[config.mk]
export PLATFORM = sky130hd
export DESIGN_NAME = dmsa_unit
export DESIGN_NICKNAME = d
export VERILOG_FILES = /design/src/rtl/dmsa_pkg.sv /design/src/rtl/dmsa_hmul.sv /design/src/rtl/dmsa_mac.sv /design/src/rtl/dmsa_decode.sv /design/src/rtl/dmsa_unit.sv
export SDC_FILE = /design/constraint.sdc
export NUM_CORES = 2
export LEC_CHECK = 0
export ABC_CLOCK_PERIOD_IN_PS = 10200
export BUFFER_PORTS_ARGS = -buffer_cell sky130_fd_sc_hd__buf_2
export CELL_PAD_IN_SITES_DETAIL_PLACEMENT = 1
export CELL_PAD_IN_SITES_GLOBAL_PLACEMENT = 2
export CORE_ASPECT_RATIO = 0.8
export CORE_MARGIN = 2
export CORE_UTILIZATION = 36
export CTS_CLUSTER_SIZE = 24
export DETAILED_ROUTE_END_ITERATION = 16
export GPL_ROUTABILITY_DRIVEN = 0
export PLACE_DENSITY_LB_ADDON = 0.1
export REMOVE_ABC_BUFFERS = 1
export SLEW_MARGIN = 30
export SYNTH_ARGS = -nofsm -noshare
export SYNTH_HDL_FRONTEND = slang
export SYNTH_HIERARCHICAL = 1
export SYNTH_SLANG_ARGS = --single-unit
export TNS_END_PERCENT = 10
[constraint.sdc]
create_clock -name clk -period 10.2 [get_ports clk]
set_input_delay 0.51 -clock clk [delete_from_list [all_inputs] [get_ports clk]]
set_output_delay 0.51 -clock clk [all_outputs]
set_load 0.1 [all_outputs]
[src/rtl/dmsa_pkg.sv]
package dmsa_pkg;
    localparam int WORD_W = 32;
    localparam int HALF_W = WORD_W / 2;
    localparam int IDX_W  = 4;

    // fixed opcode bits of each encoding
    localparam logic [11:0] CMP_OPC = 12'hFB4;
    localparam logic [7:0]  CND_OPC = 8'h70;

    typedef enum logic [1:0] {
        FORM_NONE = 2'd0,
        FORM_CMP  = 2'd1,
        FORM_CND  = 2'd2
    } form_e;

    typedef struct packed {
        form_e            form;
        logic             xchg;
        logic [IDX_W-1:0] n_idx;
        logic [IDX_W-1:0] m_idx;
        logic [IDX_W-1:0] a_idx;
        logic [IDX_W-1:0] d_idx;
    } dec_t;

    typedef struct packed {
        logic [WORD_W-1:0] sum;
        logic              ovf;
    } acc_t;

    // true when the top three bits of a two-bit-extended sum agree
    function automatic logic fits_word(input logic [WORD_W+1:0] s);
        return (s[WORD_W+1:WORD_W-1] == 3'b000) || (s[WORD_W+1:WORD_W-1] == 3'b111);
    endfunction
endpackage

[src/rtl/dmsa_hmul.sv]
module dmsa_hmul #(
    parameter int HW = 16
) (
    input  logic [HW-1:0]          a,
    input  logic [HW-1:0]          b,
    output logic signed [2*HW-1:0] p
);
    assign p = $signed(a) * $signed(b);
endmodule

[src/rtl/dmsa_mac.sv]
module dmsa_mac
    import dmsa_pkg::*;
#(
    parameter int W = WORD_W
) (
    input  logic [W-1:0] rn,
    input  logic [W-1:0] rm,
    input  logic [W-1:0] ra,
    input  logic         xchg,
    output acc_t         acc
);
    localparam int HW = W / 2;
    localparam int PW = 2 * HW;
    localparam int DW = PW + 1;
    localparam int SW = W + 2;

    logic [HW-1:0]        op_n [2];
    logic [HW-1:0]        op_m [2];
    logic signed [PW-1:0] prod [2];
    logic [DW-1:0]        diff;
    logic [SW-1:0]        total;

    assign op_n[0] = rn[HW-1:0];
    assign op_n[1] = rn[W-1:HW];
    assign op_m[0] = xchg ? rm[W-1:HW] : rm[HW-1:0];
    assign op_m[1] = xchg ? rm[HW-1:0] : rm[W-1:HW];

    for (genvar g = 0; g < 2; g++) begin : g_mul
        dmsa_hmul #(.HW(HW)) u_mul (
            .a (op_n[g]),
            .b (op_m[g]),
            .p (prod[g])
        );
    end

    // one extra bit keeps the product difference exact
    assign diff  = {prod[0][PW-1], prod[0]} - {prod[1][PW-1], prod[1]};
    assign total = {{(SW-W){ra[W-1]}}, ra} + {{(SW-DW){diff[DW-1]}}, diff};

    always_comb begin
        acc.sum = total[W-1:0];
        acc.ovf = !fits_word(total);
    end
endmodule

[src/rtl/dmsa_decode.sv]
module dmsa_decode
    import dmsa_pkg::*;
(
    input  logic [WORD_W-1:0] instr,
    output dec_t              dec
);
    logic is_cmp;
    logic is_cnd;

    assign is_cmp = (instr[31:20] == CMP_OPC) && (instr[7:5] == 3'b000);
    assign is_cnd = (instr[27:20] == CND_OPC) && (instr[7:6] == 2'b01) && instr[4];

    always_comb begin
        dec      = '0;
        dec.form = FORM_NONE;
        if (is_cmp) begin
            dec.form  = FORM_CMP;
            dec.n_idx = instr[19:16];
            dec.a_idx = instr[15:12];
            dec.d_idx = instr[11:8];
            dec.xchg  = instr[4];
            dec.m_idx = instr[3:0];
        end else if (is_cnd) begin
            dec.form  = FORM_CND;
            dec.d_idx = instr[19:16];
            dec.a_idx = instr[15:12];
            dec.m_idx = instr[11:8];
            dec.xchg  = instr[5];
            dec.n_idx = instr[3:0];
        end
    end
endmodule

[src/rtl/dmsa_unit.sv]
module dmsa_unit
    import dmsa_pkg::*;
(
    input  logic              clk,
    input  logic              rst,
    input  logic              in_valid,
    input  logic [WORD_W-1:0] instr,
    input  logic [WORD_W-1:0] rn_val,
    input  logic [WORD_W-1:0] rm_val,
    input  logic [WORD_W-1:0] ra_val,
    input  logic              q_in,
    input  logic              cond_pass,
    output logic [IDX_W-1:0]  src_n_idx,
    output logic [IDX_W-1:0]  src_m_idx,
    output logic [IDX_W-1:0]  src_a_idx,
    output logic              out_valid,
    output logic              wr_en,
    output logic [IDX_W-1:0]  rd_idx,
    output logic [WORD_W-1:0] result,
    output logic              q_out,
    output logic              undef
);
    dec_t dec;
    acc_t acc;
    logic exec;

    dmsa_decode u_dec (
        .instr (instr),
        .dec   (dec)
    );

    dmsa_mac #(.W(WORD_W)) u_mac (
        .rn   (rn_val),
        .rm   (rm_val),
        .ra   (ra_val),
        .xchg (dec.xchg),
        .acc  (acc)
    );

    assign src_n_idx = dec.n_idx;
    assign src_m_idx = dec.m_idx;
    assign src_a_idx = dec.a_idx;

    assign exec = in_valid &&
                  ((dec.form == FORM_CMP) || ((dec.form == FORM_CND) && cond_pass));

    always_ff @(posedge clk) begin
        if (rst) begin
            out_valid <= 1'b0;
            wr_en     <= 1'b0;
            undef     <= 1'b0;
            q_out     <= 1'b0;
            rd_idx    <= '0;
            result    <= '0;
        end else begin
            out_valid <= in_valid;
            wr_en     <= exec;
            undef     <= in_valid && (dec.form == FORM_NONE);
            q_out     <= q_in | (exec & acc.ovf);
            if (exec) begin
                rd_idx <= dec.d_idx;
                result <= acc.sum;
            end
        end
    end
endmodule

[After elaboration in Yosys (flattened, before gate mapping)]
Index checks and enable logic that the tools add are counted.
Operators by class
  bitwise gates (word level): 2
  multipliers: 2
  add/sub/neg operators: 2
  eq/ne operators: 6
  multiplexer cells: 4
  reductions and logical operators: 12
Operators by type and width (number)
  16-bit by 16-bit multiplier with 32-bit output: 2
  19-bit 2-to-1 mux: 2
  32-bit by 33-bit adder with 34-bit output: 1
  32-bit by 32-bit subtractor with 33-bit output: 1
  16-bit 2-to-1 mux: 2
  12-bit == test, second input constant: 1
  8-bit by 7-bit == test with 1-bit output, second input constant: 1
  1-bit logical AND: 6
  3-bit logical NOT: 2
  2-bit by 1-bit == test with 1-bit output, second input constant: 2
  3-bit == test, second input constant: 1
  2-bit == test, second input constant: 1
  2-bit logical NOT: 1
  1-bit logical OR: 2
  1-bit AND: 1
  1-bit logical NOT: 1
  1-bit OR: 1
Word-level totals
  output and inout bits: 52
  register bits after elaboration: 40
  logic and storage cells: 34
  bits of input ports: 133

[Longest topological paths before layout]
  depth in word-level cells: 14
  gate-level depth with buffers: 44
  mapped depth without buffers: 39

[Hierarchy]
Netlist, hierarchy kept.
Modules (own cells, without submodules)
  dmsa_hmul at u_mac.g_mul[0].u_mul: area each 9950.8 um2, seq. area each 0.0 um2, times used 1, cells an instance 1104
  dmsa_hmul at u_mac.g_mul[1].u_mul: area each 9882.0 um2, seq. area each 0.0 um2, times used 1, cells an instance 1082
  dmsa_mac: area each 3344.5 um2, seq. area each 0.0 um2, times used 1, cells an instance 453
  dmsa_unit: area each 1501.4 um2, seq. area each 800.8 um2, times used 1, cells an instance 132
  dmsa_decode: area each 307.8 um2, seq. area each 0.0 um2, times used 1, cells an instance 38

[Least setup slack after synthesis]
Ideal clock, no wire load.
  path type: input port to flip-flop
  from: input port instr[20]
  to: register q_out
  path buffers: 4
  data required time: 10.072 ns
  data arrival time: 9.895 ns
  setup time: 0.128 ns
  setup slack: 0.178 ns
  stages on the path: 39
  path through: and4bb_4 -> nand2_1 -> a21oi_1 -> clkbuf_1 -> buf_1 -> mux2_2 -> clkbuf_1 -> nand2_1 -> inv_1 -> fa_1 -> fa_1 -> fa_1 -> fa_1 -> fa_1 -> inv_1 -> fa_1 -> inv_1 -> ha_1 -> [... 3 more ...] -> a31oi_4 -> mux2i_1 -> o2111ai_1 -> fa_1 -> inv_1 -> ha_1 -> clkbuf_1 -> o21a_1 -> nor2_1 -> a311oi_1 -> a211o_1 -> nor3b_1 -> a21oi_1 -> or3_1 -> mux2i_1 -> nor3b_2 -> nand2b_1 -> o22ai_1
RTL lines
  from (decl): line dmsa_unit.sv:7  | input logic [WORD_W-1:0] instr,
  to (signal assigned): line dmsa_unit.sv:59  | q_out <= q_in | (exec & acc.ovf);
  to (decl): line dmsa_unit.sv:20  | output logic q_out,

==> results.txt <==
----------------------------------------------------
[Clock tree]
  CTS tree ... done
  CTS sink cnt ... 40
  Number of buffers created by CTS ... 5
  Clock Tree Root ... clkbuf_16
  H-tree depth ... 2
  Deepest clock path buffer count ... 2
  Clock Latency Late Sink ... 0.31 ns
  Number of buffers inserted by hold repair at cts ... 0
  Clock transition at the register clock pins on the worst setup and hold paths after CTS ... approximately 0.070 ns

[Setup path]
  Arrival time at the worst endpoint ... roughly 10 ns
  Critical-path cell with the highest stage delay ... fa_1
  CP endpoint kind ... register
  Critical path fanouts, max ... 9
  Critical Path Source Type ... input port
  Crit Path Class ... input port to register
  Data required time of the worst path ... 10.40 ns
  Highest cell delay on the worst timing path ... 0.55 ns
  Cell type with the highest occurrence count on the critical path ... fa_1

[Place]
  Post-detail-place hpwl ... about 66000 um
  Placed cell count ... ~4000
  Cell area reported after detailed placement ... 0.0273 mm^2
  IO Port Bufs ... roughly 180

[Run]
  Max-cap viol count ... 0

[STA]
  Maximum clock rate ... 102 MHz
  Period utilisation layout ... approximately 96%
  Min cycle time layout ... 9.83 ns
  Hold Violations, Final ... 0
  Worst max-slew margin expressed relative to the limit ... 59.9%
  Worst setup skew after layout ... 0 ns
  Final count of pins violating max slew ... 0
  Pin slew with the least headroom to its limit ... about 0.60 ns
  Final Setup Violations ... 0

[Cells and area]
  Most frequent cells in the layout ... inv_1, fa_1, nand2_1
  Final-stage net count ... roughly 3900
  Cell area after layout ... between 0.02 and 0.03 mm^2
  Non-Filler Instances ... a little under 4000
  Fraction of final layout cells with drive strength greater than 1 ... between 10% and 20%
  Area delta synth->final ... 12.1%
  Most common library cell in the layout ignoring fill and taps ... inv_1

[Detailed routing]
  Number of detailed-routing iterations run before antenna repair ... 5
  Number of antenna-violating nets in the routed design ... 0
  Routed via count ... 19400
  Vias per Instance ... between 4 and 5
  Final routed wire length divided by cell count ... slightly below 20 um
  Aggregate routed wire length ... around 77000 um
  DRC violation count after routing ... 0
  Initial drt markers ... slightly below 900

[GRT]
  Tot GR Track Use ... 21.8%
  Maximum number of pins on one net before global-route repair ... 38
  Number of antenna violations at the first check in global routing ... 10
  Gr ovfl total ... 0
  First-pass GRT wire length ... between 100000 and 150000 um
  Vias in the first global route ... approximately 22000

[Run status]
  Run status ... finished clean

[Die]
  Total I/O pin count ... between 150 and 200
  Count of standard-cell rows ... 86
  Initial core utilization ... a little over a third
  Core area ... ~0.069 mm^2
  Floorplan die area ... roughly 0.072 mm^2
  Die height ... roughly 240 um
  Die Width ... between 200 and 300 um

[Synth]
  Number of enable flip-flop cells after synthesis ... 0
  Flip-flop and latch count after synthesis ... 40
  Area fraction in compound gates after synthesis ... a little under a tenth
  Basic-gate share of the synthesized area counting and, or, nand and nor cells ... 15.6%
  Count of cell types in the netlist ... just over 90
  Number of warning messages in the yosys log ... 6
  Portion of netlist area occupied by mux cells ... under 10%
  Parity-gate share of the synthesized area counting xor and xnor cells ... between 3 and 4%
  Share of synthesized cell area in full adder, half adder and majority cells ... between 50% and 60%
  Largest family of logic cells by synthesized area ... adder cells
  Syn Std Cell Area ... 0.0250 mm^2
  Most used DFF post-synth ... dfxtp_1
  Sequential cell area fraction in the yosys report ... under 10%
  Async set or reset register ratio after synthesis ... 0%
  Average size of a mapped cell ... between 8 and 9 um^2
  Synthesized netlist cell count ... around 2800

[Hold path]
  Hold/Removal Path Class ... input port to register

----------------------------------------------------
routing by layer:
| layer | up-vias | share of wire, % | track usage (%) |
|---|---|---|---|
| met5 | - | 0.075 | 0 |
| met2 | 381 | 47 | 36.6 |
| li1 | 8875 | - | - |
| met4 | 8 | 1.8 | 2.57 |
| met3 | 56 | 4.7 | 2.83 |
| met1 | 10100 | 46 | 30.7 |
cells in the mapped netlist, types with 6 or more instances:
cell type / number / area share [%]
a21o_1: 34 / 1.0
nand2b_1: 17 / 0.43
o21ai_1: 10 / 0.20
a211oi_1: 9 / 0.27
nor3_1: 11 / 0.22
o21ai_0: 41 / 0.82
inv_1: 722 / 11
a31oi_1: 13 / 0.33
buf_6: 7 / 0.32
and2_1: 248 / 6.2
a22o_2: 12 / 0.48
nand3_1: 27 / 0.54
xor2_1: 22 / 0.77
and2b_1: 7 / 0.21
buf_2: 6 / 0.12
and3_1: 9 / 0.23
o21bai_1: 11 / 0.33
fa_1: 556 / 45
mux2_2: 32 / 1.4
ha_1: 198 / 9.9
clkbuf_1: 79 / 1.2
o21a_1: 9 / 0.27
o22a_1: 36 / 1.3
nand2_1: 279 / 4.2
dfxtp_1: 40 / 3.2
nor2_1: 68 / 1.0
nor2b_1: 36 / 0.90
nand4_1: 8 / 0.20
xnor2_1: 69 / 2.4
a21oi_1: 80 / 1.6
flip-flops by register name, summed over array words and instances, names as in the netlist:
| register | cells |
|---|---|
| wr_en | 1 |
| undef | 1 |
| q_out | 1 |
| result | 32 |
| out_valid | 1 |
| rd_idx | 4 |
through the flow:
step,setup slack (ns),util [%],hold slack (ns),setup TNS [ns]
3_5_place_dp,-0.159,39.8,0.559,-0.159
6_report,0.367,40.7,0.522,0
4_1_cts,0.122,40.0,0.511,0
2_1_floorplan,-0.676,-,0.614,-1.98
5_1_grt,-0.0325,40.7,0.543,-0.0463
3_3_place_gp,0.00852,39.8,0.553,0
worst max-delay path, delay by kind of cell:
kind / cells / cell delay (ns)
multiplexers: 1 / 0.47
XOR/XNOR: 2 / 0.31
AO/OA/AOI/OAI: 12 / 3.01
AND/OR/NAND/NOR: 5 / 0.89
buffers and inverters: 8 / 0.86
adder cells (fa/ha/maj): 9 / 3.95
final timing paths:
check / cells past startpoint / startpoint / endpoint / slack, ns
worst min-delay path: 3 / q_in / q_out$_SDFF_PP0_ / 0.52
worst max-delay path: 37 / instr[26] / result[30]$_SDFFE_PP0P_ / 0.37
worst max register to register: 2 / result[18]$_SDFFE_PP0P_ / result[18]$_SDFFE_PP0P_ / 9.40
worst min register to register: 2 / result[8]$_SDFFE_PP0P_ / result[8]$_SDFFE_PP0P_ / 0.58
timing repair:
| item | in CTS | in global routing |
|---|---|---|
| setup buffers | 0 | 16 |
| setup endpoints to repair | 0 | 8 |
| gates resized for setup | 0 | 65 |
cell type report:
| class | count | area (um^2) |
|---|---|---|
| repair buffers | 288 | 1840 |
| flip-flops and latches | 40 | 801 |
| diodes | 4 | 10.0 |
| well taps | 924 | 1160 |
| clock buffers | 6 | 139 |
| clock inverters | 2 | 10.0 |
| inverters | 722 | 2720 |
| fillers | 8068 | 40700 |
| multi-input cells | 1953 | 21300 |
kinds of logic (layout without fill, tap and decap cells):
| family | count (synthesis) | count (layout) |
|---|---|---|
| xor gates and xnor gates | 91 | 91 |
| other | 0 | 4 |
| AOI/OAI and AO/OA | 320 | 320 |
| buffers and inverters | 819 | 1018 |
| adders and majority gates | 754 | 754 |
| DFF | 40 | 40 |
| muxes | 35 | 38 |
| and+or+nand+nor | 750 | 750 |
Power is left out: the tool's default activity adds up to more than one toggle a clock period on the data nets, which glitch-free logic cannot reach.
